[src/rtl/chan_word_assembler.sv]
module chan_word_assembler #(
  parameter int NUM_CH = 4,
  parameter int SAT_W  = 5,
  parameter int AMP_W  = 7,
  parameter int WRAP_W = 2,
  parameter int PH_W   = 18
) (
  input  logic                     clk,
  input  logic                     rst_n,
  input  logic                     byte_vld,
  input  logic [7:0]               byte_data,
  input  logic                     frame_start,
  output logic [NUM_CH*SAT_W-1:0]  sat_num,
  output logic [NUM_CH*AMP_W-1:0]  amp,
  output logic [NUM_CH*WRAP_W-1:0] wrap,
  output logic [NUM_CH*PH_W-1:0]   phase,
  output logic                     commit,
  output logic                     frame_err
);
  localparam int WORD_W = SAT_W + AMP_W + WRAP_W + PH_W;
  localparam int BYTES  = NUM_CH * (WORD_W / 8);
  localparam int ALL_W  = BYTES * 8;
  localparam int SH_W   = ALL_W - 8;
  localparam int CNT_W  = $clog2(BYTES + 1);

  logic [SH_W-1:0]  shadow;
  logic [ALL_W-1:0] active;
  logic [CNT_W-1:0] cnt;
  logic             armed;

  wire              take  = byte_vld && (frame_start || armed);
  wire [CNT_W-1:0]  pos   = frame_start ? '0 : cnt;
  wire              last  = take && (pos == CNT_W'(BYTES - 1));
  wire [ALL_W-1:0]  sh_nx = {shadow, byte_data};

  always_ff @(posedge clk) begin
    if (!rst_n) begin
      shadow    <= '0;
      active    <= '0;
      cnt       <= '0;
      armed     <= 1'b0;
      commit    <= 1'b0;
      frame_err <= 1'b0;
    end else begin
      commit    <= last;
      frame_err <= frame_start && armed && (cnt != '0);
      if (take) shadow <= sh_nx[SH_W-1:0];
      if (last) begin
        active <= sh_nx;
        armed  <= 1'b0;
        cnt    <= '0;
      end else if (frame_start) begin
        armed <= 1'b1;
        cnt   <= byte_vld ? CNT_W'(1) : '0;
      end else if (take) begin
        cnt <= cnt + CNT_W'(1);
      end
    end
  end

  for (genvar i = 0; i < NUM_CH; i++) begin : g_ch
    wire [WORD_W-1:0] w = active[(NUM_CH-1-i)*WORD_W +: WORD_W];
    assign sat_num[i*SAT_W +: SAT_W]   = w[WORD_W-1 -: SAT_W];
    assign amp[i*AMP_W +: AMP_W]       = w[PH_W+WRAP_W +: AMP_W];
    assign wrap[i*WRAP_W +: WRAP_W]    = w[PH_W +: WRAP_W];
    assign phase[i*PH_W +: PH_W]       = w[PH_W-1:0];
  end
endmodule

[config.mk]
export PLATFORM = sky130hd
export DESIGN_NAME = chan_word_assembler
export DESIGN_NICKNAME = d
export VERILOG_FILES = /design/src/rtl/chan_word_assembler.sv
export SDC_FILE = /design/constraint.sdc
export NUM_CORES = 1
export LEC_CHECK = 0
export BUFFER_PORTS_ARGS = -buffer_cell sky130_fd_sc_hd__clkbuf_2
export CORE_AREA = 2 2 144 146
export CTS_BUF_LIST = sky130_fd_sc_hd__clkbuf_8
export CTS_CLUSTER_DIAMETER = 100
export DETAILED_ROUTE_END_ITERATION = 16
export DIE_AREA = 0 0 146 148
export PLACE_DENSITY = 0.7
export SYNTH_ARGS = -nofsm -noshare
export SYNTH_HDL_FRONTEND = slang
export SYNTH_SLANG_ARGS = --single-unit
[constraint.sdc]
create_clock -name clk -period 2.75 [get_ports clk]
set_clock_uncertainty 0.1 [all_clocks]
set_input_delay 0.4125 -clock clk [delete_from_list [all_inputs] [get_ports clk]]
set_output_delay 0.4125 -clock clk [all_outputs]
set_load 0.005 [all_outputs]
==> metrics <==
Core Footprint=0.0200 mm²; number of port buffers=141; Reg area=0.00512 mm²; DRC violations left=0; worst hold path type=input pin to flip-flop; clk slew on worst S/H paths=0.06 ns; post-route clock period utilization=68.5%; die area=0.0216 mm²; total iterations of the first detailed-routing run=4; PwrDens=632 mW/mm²; worst-margin pin slew=0.631 ns; critical path cell sequence=nand3_1 > nor4_2 > buf_12 > buf_12 > mux2i_1; Clock Latency Late Sink=0.54 ns; HPWL after DPL=13.1 mm; Layout fillers=1880; initial DRC count=379; H-Tree Depth=2; WS Path Type=flip-flop to flip-flop; register area share after synthesis=52.1%; Worst EP required=3.10 ns; initial antenna violation count=0; post-route ant nets=0; Worst R2R Start=cnt[2]$_SDFFE_PP0P_; CTS sink cnt=256; Min-Delay Startpoint=byte_data[6]; pre-CTS WS=0.686 ns; fin crit period=1.88 ns; MaxCap Viol Count=0; Unique masters post-synth=30; all-layer global routing usage=18.9%; origin of the worst setup path=cnt[2]$_SDFFE_PP0P_; number of max-slew violations in the final report=0; final wirelength=20.7 mm; hold depth=3; Die Ht=148 µm; Mapped Avg Cell Area=8.81 µm²; most used cell, CP=buf_12; Synth Net Count=1131; crit end category=flip-flop; WHS=0.0297 ns; Slowest-stage cell, CP=dfxtp_1; Root Driver=clkbuf_8; nets@finish=1248; die width=146 µm; largest net degree at the start of global routing=123; placed inst area=0.0107 mm²; Antenna diodes=0; peak supply drop=0.000307 V; Yosys reg bits=256; worst-case clock buffer depth=3; Worst Setup Start Kind=flip-flop; endpoints failing hold=0; Layout area overhead=17.5%; slew margin rel.=58.0%; Multi-input gate area=0.00427 mm²; total clock buffers created by CTS=42; Largest stage delay, worst path=0.38 ns; Post-CTS Setup Bufs=0; Min-Delay Endpoint=shadow[6]$_SDFFE_PN0P_; Starting Density=49.1%; status=complete, no violations; gr ovfl total=0; CTS tree=yes; Final setup violation count=0; design area=0.0116 mm²; RePlAce Congestion=0.742; first-pass GRT wire length=34.2 mm; Ys Warns=0; layout cell share with drive strength beyond 1=17.6%; Power Total=7310 µW; FMAX=0.531 GHz; critical path arrival=2.24 ns; DR WL/cell=13.5 µm; R2R Setup Slk=0.87 ns; RSZ-0062 raised after global routing=no; Final TNS setup=0 ns; Cells after Synth=1117; worst reg2reg path endpoint=active[67]$_SDFFE_PN0P_; Post-CTS Resized=0; post-synthesis cell area=0.00984 mm²; Placement Rows=52; vias in the first global route=7020; DR vias=7394; Via density=4.82; Pleak=0.00408 µW; crit-path max FO=55; I/O pins=142; Final WS setup=0.866 ns; R2R cell count=5
## flip-flops by register name, indices dropped and copies added (netlist names)
register and flops:
active 128, shadow 120, cnt 5, armed 1, commit 1, frame_err 1
## report_power, final
part	internal [µW]	switching, µW
registers	3720	11.4
logic	70.0	173
clock network	1880	1450
## cell type report
class | count | area share [%]
Inverter | 2 | 0.0649
Clock inverter | 18 | 0.931
Sequential cell | 256 | 44.3
Timing Repair Buffer | 158 | 8.29
Tap cell | 270 | 2.92
Clock buffer | 55 | 6.55
Multi-Input combinational cell | 774 | 36.9
## cell usage after synthesis (all sizes together)
| cell type | n | area [µm²] |
|---|---|---|
| nor3 | 2 | 10.0 |
| xor2 | 1 | 8.76 |
| nand2 | 498 | 1870 |
| clkbuf | 47 | 176 |
| buf | 38 | 289 |
| dfxtp | 256 | 5120 |
| and2 | 1 | 6.26 |
| o211ai | 1 | 7.51 |
| or3 | 2 | 12.5 |
| mux2i | 129 | 1290 |
| nand3 | 2 | 10.0 |
| nor2 | 2 | 7.51 |
| a211oi | 1 | 7.51 |
| nand2b | 2 | 12.5 |
| ha | 2 | 25.0 |
| or4 | 1 | 7.51 |
| o31ai | 1 | 7.51 |
| a21oi | 1 | 5.00 |
| nor3b | 1 | 7.51 |
| o21ai | 3 | 15.0 |
| inv | 2 | 7.51 |
| a21boi | 121 | 908 |
| nor4 | 1 | 6.26 |
| o21a | 1 | 7.51 |
| nor4b | 1 | 8.76 |
## metrics by stage
stage	util (%)	cells
final	57.7	1533
after detailed placement	53.3	1459
after global placement	53.3	1459
after CTS	57.7	1533
after global routing	57.7	1533
after floorplan	-	1117
## critical path: cells and delay by family (launching register included)
| kind | cells | cell delay [ns] |
|---|---|---|
| multiplexers | 1 | 0.24 |
| flip-flops | 1 | 0.38 |
| AND/OR/NAND/NOR | 2 | 0.49 |
| buffers and inverters | 2 | 0.53 |
## worst max path at each step
stage                               endpoint  slack (ns)  depth (start not counted)
floorplan           active[100]$_SDFFE_PN0P_        1.10                          7
global placement     active[70]$_SDFFE_PN0P_        0.74                          6
detailed placement   active[67]$_SDFFE_PN0P_        0.69                          6
CTS                  active[85]$_SDFFE_PN0P_        0.86                          5
global route         active[82]$_SDFFE_PN0P_        0.73                          5
finish               active[67]$_SDFFE_PN0P_        0.87                          5
## per-layer routing
| layer | up-vias | GRT usage (%) | share of wire [%] |
|---|---|---|---|
| met2 | 157 | 30.6 | 46 |
| met3 | 34 | 4.44 | 5.5 |
| met4 | 0 | 6.02 | 1.9 |
| met1 | 3363 | 25.0 | 47 |
| li1 | 3840 | - | - |
| met5 | - | 0 | 0 |
## kinds of logic (layout without fill, tap and decap cells)
kind of cell / Yosys count / in the layout / synth area share [%]
AO/OA/AOI/OAI: 129 / 129 / 9.74
XOR/XNOR: 1 / 1 / 0.0890
adder cells (fa/ha/maj): 2 / 2 / 0.254
buffers and inverters: 87 / 233 / 4.81
flip-flops: 256 / 256 / 52.1
multiplexers: 129 / 129 / 13.1
AND/OR/NAND/NOR: 513 / 513 / 19.9
## cells in the final DEF, fill, tap and decap left out
cell,n
nand2_1,498
dfxtp_1,256
clkbuf_2,140
mux2i_1,129
a21boi_0,121
clkbuf_8,55
inv_1,13
buf_12,9
buf_4,7
clkinv_2,4
nand3_1,2
nand2b_1,2
o21ai_0,2
or3_1,2
nor3_1,2
nor2_1,2
ha_1,2
o21a_4,1
o21ai_4,1
nor4_2,1
a21oi_1,1
o211ai_1,1
xor2_1,1
and2_1,1
nor4b_1,1
o31ai_1,1
or4_1,1
a211oi_1,1
nor3b_1,1
clkinvlp_4,1
bufinv_16,1
inv_6,1
dlygate4sd3_1,1
buf_8,1
## timing repair
item	CTS	global route
setup endpoints to repair	0	0
endpoints found under the hold margin	2	0
hold buffers	1	0
(Power assumes the default switching activity.)
